File: config.mk
export PLATFORM = sky130hd
export DESIGN_NAME = irlp_pulse_gen
export DESIGN_NICKNAME = d
export VERILOG_FILES = /design/src/rtl/irlp_pkg.sv /design/src/rtl/irlp_rst_sync.sv /design/src/rtl/irlp_lp_divider.sv /design/src/rtl/irlp_shaper.sv /design/src/rtl/irlp_pulse_gen.sv
export SDC_FILE = /design/constraint.sdc
export NUM_CORES = 1
export LEC_CHECK = 0
export BUFFER_PORTS_ARGS = -buffer_cell sky130_fd_sc_hd__clkbuf_2
export CAP_MARGIN = 20
export CORE_AREA = 2 2 60 62
export DETAILED_ROUTE_END_ITERATION = 10
export DIE_AREA = 0 0 62 64
export PLACE_DENSITY = 0.78
export SLEW_MARGIN = 25
export SYNTH_ARGS = -nofsm -noshare
export SYNTH_HDL_FRONTEND = slang
export SYNTH_SLANG_ARGS = --single-unit
File: constraint.sdc
create_clock -name clk -period 0.9 [get_ports clk]
set_input_delay 0.18 -clock clk [delete_from_list [all_inputs] [get_ports clk]]
set_output_delay 0.18 -clock clk [all_outputs]
set_load 0.05 [all_outputs]
File: src/rtl/irlp_pkg.sv
`timescale 1ns/1ps
package irlp_pkg;

  parameter int unsigned IRLP_DIV_W_DEF       = 8;
  parameter int unsigned IRLP_PULSE_TICKS_DEF = 3;
  parameter int unsigned IRLP_SYNC_STAGES_DEF = 2;

  typedef enum logic [1:0] {
    SH_IDLE   = 2'd0,
    SH_ARMED  = 2'd1,
    SH_ACTIVE = 2'd2
  } sh_state_e;

endpackage

File: src/rtl/irlp_rst_sync.sv
`timescale 1ns/1ps
module irlp_rst_sync #(
  parameter int unsigned STAGES = 2
) (
  input  logic clk,
  input  logic rst_n,
  output logic rst_sync_n
);

  logic [STAGES-1:0] chain_q;
  logic [STAGES-1:0] chain_d;

  always_comb begin
    chain_d = {chain_q[STAGES-2:0], 1'b1};
  end

  always_ff @(posedge clk or negedge rst_n) begin
    if (!rst_n) begin
      chain_q <= '0;
    end else begin
      chain_q <= chain_d;
    end
  end

  assign rst_sync_n = chain_q[STAGES-1];

endmodule

File: src/rtl/irlp_lp_divider.sv
`timescale 1ns/1ps
module irlp_lp_divider #(
  parameter int unsigned DIV_W = 8
) (
  input  logic             clk,
  input  logic             rst_n,
  input  logic             wr_en,
  input  logic [DIV_W-1:0] wr_data,
  output logic [DIV_W-1:0] div_act,
  output logic             lp_tick
);

  localparam logic [DIV_W-1:0] ONE = DIV_W'(1);

  logic [DIV_W-1:0] pend_q;
  logic [DIV_W-1:0] act_q, act_d;
  logic [DIV_W-1:0] cnt_q, cnt_d;
  logic             tick_q, tick_d;
  logic             act_zero;
  logic             period_end;
  logic             reload;

  // Period ends on the last count of the divisor now in use; the
  // pending value is taken over only there or while the divider idles.
  always_comb begin
    act_zero   = (act_q == '0);
    period_end = !act_zero && (cnt_q == act_q - ONE);
    reload     = act_zero || period_end;
    tick_d     = period_end;
    act_d      = reload ? pend_q : act_q;
    cnt_d      = reload ? '0 : cnt_q + ONE;
  end

  always_ff @(posedge clk or negedge rst_n) begin
    if (!rst_n) begin
      pend_q <= '0;
    end else if (wr_en) begin
      pend_q <= wr_data;
    end
  end

  always_ff @(posedge clk or negedge rst_n) begin
    if (!rst_n) begin
      act_q  <= '0;
      cnt_q  <= '0;
      tick_q <= 1'b0;
    end else begin
      act_q  <= act_d;
      cnt_q  <= cnt_d;
      tick_q <= tick_d;
    end
  end

  assign div_act = act_q;
  assign lp_tick = tick_q;

endmodule

File: src/rtl/irlp_shaper.sv
`timescale 1ns/1ps
module irlp_shaper
  import irlp_pkg::*;
#(
  parameter int unsigned PULSE_TICKS = 3
) (
  input  logic clk,
  input  logic rst_n,
  input  logic sir_en,
  input  logic sir_lp,
  input  logic lp_tick,
  input  logic baud16_tick,
  input  logic bit_strobe,
  input  logic tx_bit,
  output logic sel_tick,
  output logic ir_tx
);

  localparam int unsigned CW = (PULSE_TICKS > 1) ? $clog2(PULSE_TICKS) : 1;
  localparam logic [CW-1:0] LAST = CW'(PULSE_TICKS - 1);

  sh_state_e     state_q, state_d;
  logic [CW-1:0] cnt_q, cnt_d;
  logic          tx_q, tx_d;
  logic          arm_req;

  always_comb begin
    sel_tick = sir_lp ? lp_tick : baud16_tick;
    arm_req  = bit_strobe && !tx_bit;
    state_d  = state_q;
    cnt_d    = cnt_q;
    if (!sir_en) begin
      state_d = SH_IDLE;
      cnt_d   = '0;
    end else begin
      unique case (state_q)
        SH_IDLE: begin
          if (arm_req) state_d = SH_ARMED;
        end
        SH_ARMED: begin
          if (sel_tick) begin
            state_d = SH_ACTIVE;
            cnt_d   = '0;
          end
        end
        SH_ACTIVE: begin
          if (sel_tick) begin
            if (cnt_q == LAST) begin
              state_d = arm_req ? SH_ARMED : SH_IDLE;
              cnt_d   = '0;
            end else begin
              cnt_d = cnt_q + CW'(1);
            end
          end
        end
        default: begin
          state_d = SH_IDLE;
          cnt_d   = '0;
        end
      endcase
    end
    tx_d = (state_d == SH_ACTIVE);
  end

  always_ff @(posedge clk or negedge rst_n) begin
    if (!rst_n) begin
      state_q <= SH_IDLE;
      cnt_q   <= '0;
      tx_q    <= 1'b0;
    end else begin
      state_q <= state_d;
      cnt_q   <= cnt_d;
      tx_q    <= tx_d;
    end
  end

  assign ir_tx = tx_q;

endmodule

File: src/rtl/irlp_pulse_gen.sv
`timescale 1ns/1ps
module irlp_pulse_gen
  import irlp_pkg::*;
#(
  parameter int unsigned DIV_W       = IRLP_DIV_W_DEF,
  parameter int unsigned PULSE_TICKS = IRLP_PULSE_TICKS_DEF,
  parameter int unsigned SYNC_STAGES = IRLP_SYNC_STAGES_DEF
) (
  input  logic             clk,
  input  logic             rst_n,
  input  logic             div_wr_en,
  input  logic [DIV_W-1:0] div_wr_data,
  input  logic             sir_en,
  input  logic             sir_lp,
  input  logic             baud16_tick,
  input  logic             bit_strobe,
  input  logic             tx_bit,
  output logic             ir_tx
);

  logic             rst_sync_n;
  logic [DIV_W-1:0] div_act;
  logic             lp_tick;
  logic             sel_tick;

  irlp_rst_sync #(
    .STAGES(SYNC_STAGES)
  ) u_rst (
    .clk        (clk),
    .rst_n      (rst_n),
    .rst_sync_n (rst_sync_n)
  );

  irlp_lp_divider #(
    .DIV_W(DIV_W)
  ) u_div (
    .clk     (clk),
    .rst_n   (rst_sync_n),
    .wr_en   (div_wr_en),
    .wr_data (div_wr_data),
    .div_act (div_act),
    .lp_tick (lp_tick)
  );

  irlp_shaper #(
    .PULSE_TICKS(PULSE_TICKS)
  ) u_shp (
    .clk         (clk),
    .rst_n       (rst_sync_n),
    .sir_en      (sir_en),
    .sir_lp      (sir_lp),
    .lp_tick     (lp_tick),
    .baud16_tick (baud16_tick),
    .bit_strobe  (bit_strobe),
    .tx_bit      (tx_bit),
    .sel_tick    (sel_tick),
    .ir_tx       (ir_tx)
  );

endmodule

# Word level (Yosys, flattened, before mapping)

Index checks and enable logic that the tools add are counted.

Bits in registers: 32
Bits of input ports: 16
Output and inout bits: 1
Word-level logic and storage cells: 41

Add/subtract/negate cells: 3
Eq/ne operators: 8
Multiplexer cells: 14
Reductions and logical operators: 8

Operator list:

| cell                                             | number |
|---|---|
| 2-to-1 mux 2 bit                                 | 9 |
| one-hot mux 2 bit (3 select lines)               | 2 |
| adder 8 x 1 -> 8 bit, second input constant      | 1 |
| == test 8 bit                                    | 1 |
| zero test 8 bit                                  | 1 |
| 2-to-1 mux 8 bit                                 | 1 |
| subtractor 8 x 1 -> 8 bit, second input constant | 1 |
| == test 2 bit, second input constant             | 3 |
| != test 3 bit, second input constant             | 2 |
| AND reduction 3 bit                              | 1 |
| adder 2 x 1 -> 2 bit, second input constant      | 1 |
| == test 2 x 1 -> 1 bit, second input constant    | 1 |
| logical AND 1 bit                                | 2 |
| zero test 1 bit                                  | 2 |
| zero test 2 bit                                  | 1 |
| 2-to-1 mux 1 bit                                 | 2 |
| != test 2 bit, second input constant             | 1 |
| logical OR 1 bit                                 | 1 |

# Longest topological paths before layout

Gate-level depths: netlist of the first run.

Word-level depth: 8
Mapped depth: 8
Mapped depth without buffers: 7

# Modules after synthesis

Synthesis of the first run repeated with hierarchy kept, for this count alone.

Cell total of the unflattened synthesis: 153
Area, all modules: 1,690.4 µm²

By module, submodules not included:

| module          | times used | cells an instance | area an instance (µm²) | sequential area each (µm²) |
|---|---|---|---|---|
| irlp_lp_divider | 1          | 124               | 1,342.5                | 625.6 |
| irlp_shaper     | 1          | 26                | 294.0                  | 125.1 |
| irlp_rst_sync   | 1          | 3                 | 53.8                   | 50.0 |

# Worst setup path after synthesis of the first run

Ideal clock, no wire load.

Kind: reg2reg
Start: register u_div.act_q[3], in the netlist u_div.div_act[3]
End: register u_div.act_q[2], in the netlist u_div.div_act[2]
Setup time: 143 ps
Arrival time: 1,755 ps
Required time: 757 ps
Setup slack: -999 ps
Cell stages (with the launch flop): 7
Buffers on the path: 1
Clock period less this slack: 1,899 ps
Path through: dfrtp_1 or3_4 a2111o_1 nand2_2 o2111a_4 buf_12 o32ai_1

Longest elaborated chain between the ends: 4
Elaborated cells between the ends (all ways): 6
Those cells by class: 1 x add/sub; 1 x eq/ne; 4 x reduce/logical

Ends and longest elaborated chain:

| item                                                         | RTL line                                     | text |
|---|---|---|
| start: declaration                                           | irlp_lp_divider.sv:16                        | `logic [DIV_W-1:0] act_q, act_d;` |
| start signal: assignment                                     | irlp_lp_divider.sv:48                        | `act_q <= act_d;` |
| subtractor 8 x 1 -> 8 bit or zero test 8 bit (tied branches) | irlp_lp_divider.sv:27, irlp_lp_divider.sv:26 |  |
| == test 8 bit or zero test 1 bit (tied branches)             | irlp_lp_divider.sv:27                        | `period_end = !act_zero && (cnt_q == act_q - ONE);` |
| logical AND 1 bit                                            | irlp_lp_divider.sv:27                        |  |
| logical OR 1 bit (*)                                         | irlp_lp_divider.sv:28                        | `reload = act_zero \|\| period_end;` |

Every way passes the cells marked *; elsewhere a longest branch is shown, timed or not.
A chain may end at the register's enable or synchronous reset.

# Worst setup path in the final report of the first run

Start: register u_div.act_q[3], in the netlist u_div.div_act[3]
End: register u_div.act_q[1], in the netlist u_div.div_act[1]

The elaborated chain is that of the path after synthesis.

==> results.sh, run 1 <==
export IMPL_status="finished with violations"
export IMPL_violations="negative setup slack"
export IMPL_rsz0062_at_grt="true"
export IMPL_async_flop_share_pct=100
export IMPL_setup_worst_path_end_class="register"
export IMPL_post_place_cells=243
export IMPL_cp_required_ps=1120
export IMPL_core_area_um2=3280
export IMPL_irDropWorstVdd_mv=0.953
export IMPL_final_util_pct=69.6
export IMPL_n_antenna_cell=0
export IMPL_final_common_cell="buf_4"
export IMPL_fin_worst_skew_ps=4.06
export IMPL_fin_crit_sh_pct=211
export IMPL_gr_total_overflow=0
export IMPL_fin_tns_setup_ps=-18500
export IMPL_portBuffers=16
export IMPL_first_pass_iters=4
export IMPL_path_clk_slew_ps=90
export IMPL_cts_made_buffers=5
export IMPL_fp_dieH_um=64
export IMPL_setup_viol=23
export IMPL_drv_cap=0
export IMPL_drive_gt1_share_pct=43.9
export IMPL_num_vias=1434
export IMPL_area_delta_synth_final_pct=41.1
export IMPL_min_from="div_wr_data[3]"
export IMPL_htreeDepth=2
export IMPL_drt_iter0_markers=71
export IMPL_maxSlewViolCount=0
export IMPL_grt_usage_pct=22.7
export IMPL_avgSynthCellArea_um2=10.4
export IMPL_r2r_start="u_div.div_act[3]$_DFFE_PN0P_"
export IMPL_fin_cells=260
export IMPL_p_leak_nw=1.13
export IMPL_fin_nets=231
export IMPL_grt_pass1_wl_um=6420
export IMPL_synth_fp_nets=174
export IMPL_rows=21
export IMPL_routed_wl_um=4020
export IMPL_rr_worst_depth=8
export IMPL_route_detailed_wl_per_inst_um=15.5
export IMPL_final_cell_mix="34 x buf_4, 31 x dfrtp_1, 15 x clkbuf_2"
export IMPL_postRouteAntennaNets=0
export IMPL_clock_latency_ps=340
export IMPL_powerDensity_nw_per_um2=1110
export IMPL_holdPathStages=3
export IMPL_ys_flop_type="dfrtp_1"
export IMPL_synth_seq_cells=32
export IMPL_hold_path_class="input port to register"
export IMPL_ys_types=41
export IMPL_initial_utilization_pct=49.3
export IMPL_hold_viol_final=0
export IMPL_clock_path_buffers=2
export IMPL_syn_inst=156
export IMPL_cts_sinks=32
export IMPL_worstSetupStartpoint="u_div.div_act[3]$_DFFE_PN0P_"
export IMPL_crit_fanout=7
export IMPL_synth_edff_count=0
export IMPL_die_x_um=62
export IMPL_max_clock_freq_mhz=527
export IMPL_antenna_found_initial=0
export IMPL_period_minus_slack_ps=1900
export IMPL_first_global_vias=1479
export IMPL_ys_warnings_count=0
export IMPL_grt_start_max_net_pins=31
export IMPL_route_detailed_drc=0
export IMPL_avgViaCountPerCell=5.52
export IMPL_fp_dieArea_um2=3970
export IMPL_power_mw=2.53
export IMPL_dp_hpwl_um=2530
export IMPL_crit_type="register to register"
export IMPL_gp_congestion=0.818
export IMPL_cts_tree="done"
export IMPL_cp_arrival_ps=2120
export IMPL_cts_root_buf="clkbuf_4"
export IMPL_synth_seq_area_share_pct=49.5
export IMPL_fin_ws_ps=-998
export IMPL_netlist_area_um2=1620
export IMPL_ioPinCount=17
export IMPL_startpoint_type="register"
[path summary, 6_finish.rpt]
path                                                end  slack (ps)
min                         u_div.pend_q[3]$_DFFE_PN0P_          40
min reg2reg                  u_shp.cnt_q[0]$_DFFE_PN0P_         220
max                        u_div.div_act[1]$_DFFE_PN0P_       -1000
max in group asynchronous   u_div.pend_q[6]$_DFFE_PN0P_         520
max reg2reg                u_div.div_act[1]$_DFFE_PN0P_       -1000
min in group asynchronous    u_rst.chain_q[1]$_DFF_PN0_         150
[cell type report]
cell class	instances	area, µm²
Fill cell	246	1000
Clock buffer	8	58.8
Timing Repair Buffer	54	398
Tap cell	46	57.6
Inverter	14	52.6
Sequential cell	32	802
Multi-Input combinational cell	106	916
[kinds of logic after synthesis]
kind of cell	Yosys count	synth area share, %
and+or+nand+nor	55	18.9
DFF	32	49.5
AOI/OAI and AO/OA	28	13.5
buffers and inverters	19	5.49
xor gates and xnor gates	15	8.11
adders and majority gates	3	2.16
muxes	3	2.09
other	1	0.232
[power by group]
part	leakage, nW	switching, mW	internal (mW)	total (mW)
Clock	0.0326	0.466	0.385	0.850
Sequential	0.374	0.0178	1.48	1.50
Combinational	0.721	0.0965	0.0855	0.182
Total	1.13	0.580	1.95	2.53
[layer usage]
| layer | vias to the layer above | global-route usage, % | wire (µm) |
|---|---|---|---|
| met1 | 703 | 25.0 | 1600 |
| met3 | 16 | 7.89 | 170 |
| li1 | 670 | - | - |
| met4 | 0 | 11.4 | 169 |
| met5 | - | 0 | 0 |
| met2 | 45 | 37.5 | 2080 |
[state kept, by name, summed over array words and instances, names as in the netlist]
| signal | count |
|---|---|
| u_shp.state_q | 2 |
| u_div.pend_q | 8 |
| u_div.div_act | 8 |
| u_div.cnt_q | 8 |
| u_rst.chain_q | 2 |
| u_div.lp_tick | 1 |
| u_shp.ir_tx | 1 |
| u_shp.cnt_q | 2 |
[worst max-delay path, cell delays in order (launching register included)]
cell	delay, ps
dfrtp_1	400
buf_4	170
xnor2_1	220
xnor2_1	160
nor3_1	90
buf_4	160
a31oi_4	360
buf_6	160
o32ai_1	70
[Yosys cell counts (2+ instances only)]
cell      count  share of area [%]
o32ai_1       8                4.3
xor2_1        8                4.3
nand2_1      10                2.3
o21ai_0       9                2.8
nand3b_1      3                1.4
or2_2         2               0.77
nor2_1        5                1.2
and2_1        2               0.77
mux2_2        3                2.1
inv_1        14                3.2
nand2b_1      2               0.77
ha_1          2                1.5
xnor2_1       7                3.8
dfrtp_1      32                 49
nor3_1       11                3.4
and3_1        3                1.2
clkbuf_1      3               0.70
nand3_1       5                1.5
nor2b_1       5                1.9
[metrics by stage]
step,area (µm²),setup slack [ps],hold WS (ps)
after CTS,2210,-947,41.3
final,2280,-998,39.0
after global routing,2280,-1110,50.9
after global placement,1990,-911,-34.2
after floorplan,1650,-899,-116
after detailed placement,1990,-1090,-29.5
[repair_timing]
action,in CTS,in global routing
pin swaps,8,9
buffers inserted,6,1
gates cloned,1,0
endpoints found under the setup margin,23,23
hold endpoints to repair,2,0
resized for setup,17,12
hold buffers,1,0
Power figures use the tool's default switching activity.
==> inputs of run 2 (changes only) <==
--- a/config.mk
+++ b/config.mk
@@ -10,7 +10,8 @@
 export CORE_AREA = 2 2 60 62
 export DETAILED_ROUTE_END_ITERATION = 10
 export DIE_AREA = 0 0 62 64
-export PLACE_DENSITY = 0.78
+export GPL_ROUTABILITY_DRIVEN = 0
+export PLACE_DENSITY = 0.7
 export SLEW_MARGIN = 25
 export SYNTH_ARGS = -nofsm -noshare
 export SYNTH_HDL_FRONTEND = slang
==> results.sh, run 2 (synthesized netlist as in run 1, its figures left out) <==
export IMPL_status="finished with violations"
export IMPL_violations="negative setup slack"
export IMPL_setup_worst_path_end_class="register"
export IMPL_rows=21
export IMPL_period_minus_slack_ps=1900
export IMPL_max_clock_freq_mhz=528
export IMPL_power_frac_comb_pct=7.7
export IMPL_worst_hold_slack_ps=45.7
export IMPL_cp_required_ps=1120
export IMPL_postRouteAntennaNets=0
export IMPL_startpoint_type="register"
export IMPL_final_util_pct=73.1
export IMPL_route_detailed_drc=0
export IMPL_power_internal_mw=1.85
export IMPL_antenna_found_initial=0
export IMPL_hold_viol_final=0
export IMPL_grt_start_max_net_pins=31
export IMPL_holdPathStages=3
export IMPL_gr_total_overflow=0
export IMPL_holdPathEnd="u_div.pend_q[3]$_DFFE_PN0P_"
export IMPL_rsz0062_at_grt="true"
export IMPL_maxSlewViolCount=0
export IMPL_n_antenna_cell=0
export IMPL_dp_hpwl_um=2660
export IMPL_ioPinCount=17
export IMPL_cp_arrival_ps=2110
export IMPL_p_sw_share_pct=24.1
export IMPL_critPathBufInv=0
export IMPL_fp_dieArea_um2=3970
export IMPL_crit_chain="or3_4, a2111o_1, nand2_4, o2111a_2, nor3_2"
export IMPL_max_stage_delay_ps=420
export IMPL_drv_cap=0
export IMPL_routed_wl_um=4210
export IMPL_critPathTopFamily="compound AO/OA/AOI/OAI gates"
export IMPL_final_common_cell="buf_4"
export IMPL_cts_tree="done"
export IMPL_first_global_vias=1500
export IMPL_p_leak_nw=1.20
export IMPL_path_clk_slew_ps=100
export IMPL_fp_dieH_um=64
export IMPL_avgViaCountPerCell=5.47
export IMPL_grt_usage_pct=23.1
export IMPL_core_area_um2=3280
export IMPL_portBuffers=16
export IMPL_cts_sinks=32
export IMPL_fin_crit_sh_pct=211
export IMPL_fin_ws_ps=-995
export IMPL_grt_pass1_wl_um=6760
export IMPL_clock_path_buffers=2
export IMPL_min_from="div_wr_data[3]"
export IMPL_first_pass_iters=4
export IMPL_design_area_um2=2400
export IMPL_cts_made_buffers=5
export IMPL_htreeDepth=2
export IMPL_crit_path_top_delay_cell="or3_4"
export IMPL_fin_nets=234
export IMPL_fin_tns_setup_ps=-18470
export IMPL_area_delta_synth_final_pct=48.2
export IMPL_irDropWorstVdd_mv=0.837
export IMPL_crit_type="register to register"
export IMPL_crit_fanout=8
export IMPL_rr_worst_depth=5
export IMPL_fin_worst_skew_ps=10.6
export IMPL_route_detailed_wl_per_inst_um=16.1
export IMPL_r2r_slack_ps=-1000
export IMPL_num_vias=1434
export IMPL_cts_root_buf="clkbuf_4"
export IMPL_drt_iter0_markers=47
export IMPL_power_switching_mw=0.590
export IMPL_r2r_start="u_div.div_act[4]$_DFFE_PN0P_"
export IMPL_powerDensity_nw_per_um2=1020
export IMPL_setup_viol=23
export IMPL_placed_cell_area_um2=2000
export IMPL_drive_gt1_share_pct=50.0
export IMPL_rr_endpoint="u_div.cnt_q[5]$_DFF_PN0_"
export IMPL_hold_path_class="input port to register"
export IMPL_initial_utilization_pct=49.3
export IMPL_pwr_share_seq_pct=61.2
export IMPL_final_cell_mix="35 x buf_4, 31 x dfrtp_1, 15 x clkbuf_2"
export IMPL_clock_latency_ps=340
export IMPL_die_x_um=62
export IMPL_clkPwrFrac_pct=31.1
## run 2: cell types whose count changed in the layout (fill, tap and decap cells not counted), sizes merged
cell    delta
buf        +2
clkbuf     -2
clkinv     +1
o2111a     +1
## run 2: power by group through the flow
stage,logic (mW),clock network [mW],registers (mW)
floorplan,0.0615,0,1.55
global placement,0.163,0,1.52
detailed placement,0.172,0,1.53
CTS,0.187,0.764,1.50
global route,0.214,0.846,1.50
finish,0.188,0.759,1.50
## run 2: routing by layer
metal | part of all wire (%) | vias to the layer above | GRT usage (%)
met2 | 57 | 34 | 42.1
met1 | 39 | 718 | 25.8
met5 | 0 | - | 0
met4 | 1.3 | 0 | 6.12
met3 | 2.9 | 9 | 5.47
li1 | - | 673 | -
## run 2: what timing repair did
item	CTS	global route
pin swaps	14	23
gates cloned	2	0
endpoints found under the hold margin	2	0
setup endpoints to repair	23	23
gates resized for setup	24	20
hold buffers	1	0
buffers inserted	6	4
## run 2: worst register-to-register path: cells and delay by family (launching register included)
| family | cells | cell delay [ps] |
|---|---|---|
| AOI/OAI and AO/OA | 2 | 760 |
| and+or+nand+nor | 3 | 620 |
| DFF | 1 | 390 |
## run 2: area by class of cell
| type | instances | area, µm² |
|---|---|---|
| clock buffers | 6 | 41.3 |
| fillers | 234 | 885 |
| multi-input cells | 107 | 1020 |
| well taps | 46 | 57.6 |
| repair buffers | 56 | 425 |
| inverters | 14 | 52.6 |
| clock inverters | 1 | 5.00 |
| flip-flops and latches | 32 | 802 |
## run 2: worst max path at each step
stage / startpoint / endpoint / slack (ps) / cells past startpoint
floorplan: u_div.div_act[2]$_DFFE_PN0P_ / u_div.div_act[2]$_DFFE_PN0P_ / -900 / 6
global placement: u_div.div_act[4]$_DFFE_PN0P_ / u_div.div_act[7]$_DFFE_PN0P_ / -930 / 5
detailed placement: u_div.div_act[1]$_DFFE_PN0P_ / u_div.div_act[5]$_DFFE_PN0P_ / -1040 / 6
CTS: u_div.div_act[1]$_DFFE_PN0P_ / u_div.div_act[5]$_DFFE_PN0P_ / -950 / 8
global route: u_div.div_act[0]$_DFFE_PN0P_ / u_div.div_act[5]$_DFFE_PN0P_ / -1070 / 9
finish: u_div.div_act[4]$_DFFE_PN0P_ / u_div.cnt_q[5]$_DFF_PN0_ / -1000 / 5
## run 2: stage by stage
step | std cells | total power, mW | setup WS [ps]
CTS | 260 | 2.45 | -948
floorplan | 156 | 1.61 | -899
global route | 262 | 2.56 | -1070
detailed placement | 245 | 1.70 | -1040
finish | 262 | 2.44 | -995
global placement | 245 | 1.69 | -931
==> inputs of run 3 (changes only) <==
--- a/config.mk
+++ b/config.mk
@@ -7,11 +7,11 @@
 export LEC_CHECK = 0
 export BUFFER_PORTS_ARGS = -buffer_cell sky130_fd_sc_hd__clkbuf_2
 export CAP_MARGIN = 20
-export CORE_AREA = 2 2 60 62
+export CORE_AREA = 2 2 59 61
 export DETAILED_ROUTE_END_ITERATION = 10
-export DIE_AREA = 0 0 62 64
+export DIE_AREA = 0 0 61 63
 export GPL_ROUTABILITY_DRIVEN = 0
-export PLACE_DENSITY = 0.7
+export PLACE_DENSITY = 0.72
 export SLEW_MARGIN = 25
 export SYNTH_ARGS = -nofsm -noshare
 export SYNTH_HDL_FRONTEND = slang
==> results.sh, run 3 (synthesized netlist as in run 1, its figures left out) <==
export IMPL_powerDensity_nw_per_um2=1070
export IMPL_p_leak_nw=1.19
export IMPL_setup_worst_path_end_class="register"
export IMPL_rows=21
export IMPL_first_pass_iters=4
export IMPL_critPathTopFamily="simple AND/OR/NAND/NOR gates"
export IMPL_fin_crit_sh_pct=213
export IMPL_routed_wl_um=4320
export IMPL_first_global_vias=1543
export IMPL_dr_wl_met3_um=157
export IMPL_irDropWorstVdd_mv=1.11
export IMPL_max_stage_delay_ps=420
export IMPL_fp_dieH_um=63
export IMPL_cts_sinks=32
export IMPL_num_vias=1461
export IMPL_clock_path_buffers=2
export IMPL_grt_pass1_wl_um=7110
export IMPL_startpoint_type="register"
export IMPL_wl_met1_um=1680
export IMPL_cp_arrival_ps=2170
export IMPL_hold_viol_final=0
export IMPL_htreeDepth=2
export IMPL_antenna_found_initial=0
export IMPL_cts_root_buf="clkbuf_4"
export IMPL_ioPinCount=17
export IMPL_fp_dieArea_um2=3840
export IMPL_rr_worst_depth=6
export IMPL_n_antenna_cell=0
export IMPL_maxSlewViolCount=0
export IMPL_area_delta_synth_final_pct=47.6
export IMPL_r2r_start="u_div.div_act[2]$_DFFE_PN0P_"
export IMPL_core_area_um2=3230
export IMPL_holdPathStages=3
export IMPL_fin_cells=265
export IMPL_top_layer_used="met4"
export IMPL_route_detailed_drc=0
export IMPL_fin_ws_ps=-1010
export IMPL_drive_gt1_share_pct=47.5
export IMPL_design_area_um2=2390
export IMPL_post_place_cells=245
export IMPL_drv_cap=0
export IMPL_drt_iter0_markers=65
export IMPL_period_minus_slack_ps=1910
export IMPL_grt_usage_pct=25.0
export IMPL_cts_made_buffers=5
export IMPL_hold_path_class="input port to register"
export IMPL_crit_chain="or3_4, nor4_4, buf_4, a31oi_4, buf_12, o32ai_1"
export IMPL_cts_tree="done"
export IMPL_crit_type="register to register"
export IMPL_final_util_pct=73.9
export IMPL_crit_cells=6
export IMPL_max_clock_freq_mhz=522
export IMPL_clock_latency_ps=350
export IMPL_critPathBufInv=2
export IMPL_r2r_slack_ps=-1010
export IMPL_dp_hpwl_um=2590
export IMPL_path_clk_slew_ps=110
export IMPL_status="finished with violations"
export IMPL_rr_endpoint="u_div.div_act[4]$_DFFE_PN0P_"
export IMPL_final_cell_mix="38 x buf_4, 31 x dfrtp_1, 15 x clkbuf_2"
export IMPL_rsz0062_at_grt="true"
export IMPL_route_detailed_wl_per_inst_um=16.3
export IMPL_gr_total_overflow=0
export IMPL_die_x_um=61
export IMPL_initial_utilization_pct=50.1
export IMPL_dr_wl_met2_um=2290
export IMPL_cp_required_ps=1160
export IMPL_grt_start_max_net_pins=31
export IMPL_setup_viol=23
export IMPL_postRouteAntennaNets=0
export IMPL_crit_path_top_delay_cell="or3_4"
export IMPL_final_common_cell="buf_4"
export IMPL_portBuffers=16
export IMPL_min_from="div_wr_data[3]"
export IMPL_crit_fanout=6
export IMPL_violations="negative setup slack"
export IMPL_fin_worst_skew_ps=14.4
export IMPL_placed_cell_area_um2=2000
export IMPL_fin_tns_setup_ps=-19010
export IMPL_avgViaCountPerCell=5.51
export IMPL_fin_nets=236
export IMPL_holdPathEnd="u_div.pend_q[3]$_DFFE_PN0P_"
[run 3: cell count changes in the layout (fill, tap and decap cells not counted), sizes merged]
cell,change
buf,+2
clkinv,+1
[run 3: how the worst max path moves through the flow]
stage | from | end
after floorplan | u_div.div_act[2]$_DFFE_PN0P_ | u_div.div_act[2]$_DFFE_PN0P_
after global placement | u_div.div_act[4]$_DFFE_PN0P_ | u_div.div_act[2]$_DFFE_PN0P_
after detailed placement | u_div.div_act[1]$_DFFE_PN0P_ | u_div.div_act[7]$_DFFE_PN0P_
after CTS | u_div.div_act[2]$_DFFE_PN0P_ | u_div.div_act[4]$_DFFE_PN0P_
after global routing | u_div.div_act[2]$_DFFE_PN0P_ | u_div.div_act[2]$_DFFE_PN0P_
final | u_div.div_act[2]$_DFFE_PN0P_ | u_div.div_act[4]$_DFFE_PN0P_
[run 3: layout make-up]
type	instances	area (µm²)
clock buffers	6	51.3
clock inverters	2	10.0
fillers	233	842
inverters	14	52.6
multi-input cells	107	980
flip-flops and latches	32	802
well taps	46	57.6
repair buffers	58	437
[run 3: worst min-delay path: cells and delay by family]
kind	cells	cell delay, ps
buffers and inverters	1	70
AOI/OAI and AO/OA	1	60
and+or+nand+nor	1	40
[run 3: metrics by stage]
stage | power, mW | setup slack [ps] | hold slack (ps)
floorplan | 1.61 | -899 | -116
global placement | 1.68 | -921 | -34.4
detailed placement | 1.69 | -1030 | -31.4
CTS | 2.57 | -975 | 38.8
global route | 2.68 | -1100 | 49.6
finish | 2.57 | -1010 | 33.7
[run 3: report_power, final]
group	leakage [nW]	internal, mW	total, mW	switching [mW]
registers	0.374	1.48	1.50	0.0172
clock network	0.0380	0.371	0.880	0.509
logic	0.782	0.0859	0.189	0.103
[run 3: layer usage]
layer,vias to the layer above,track usage (%)
li1,681,-
met1,721,28.4
met2,43,43.4
met3,16,6.00
met4,0,10.3
met5,-,0
[run 3: repair_timing]
action,in CTS,in global routing
hold endpoints to repair,2,0
resized for setup,22,13
endpoints found under the setup margin,23,23
hold buffers,1,0
gates cloned,2,0
buffers inserted,6,4
pin swaps,13,10
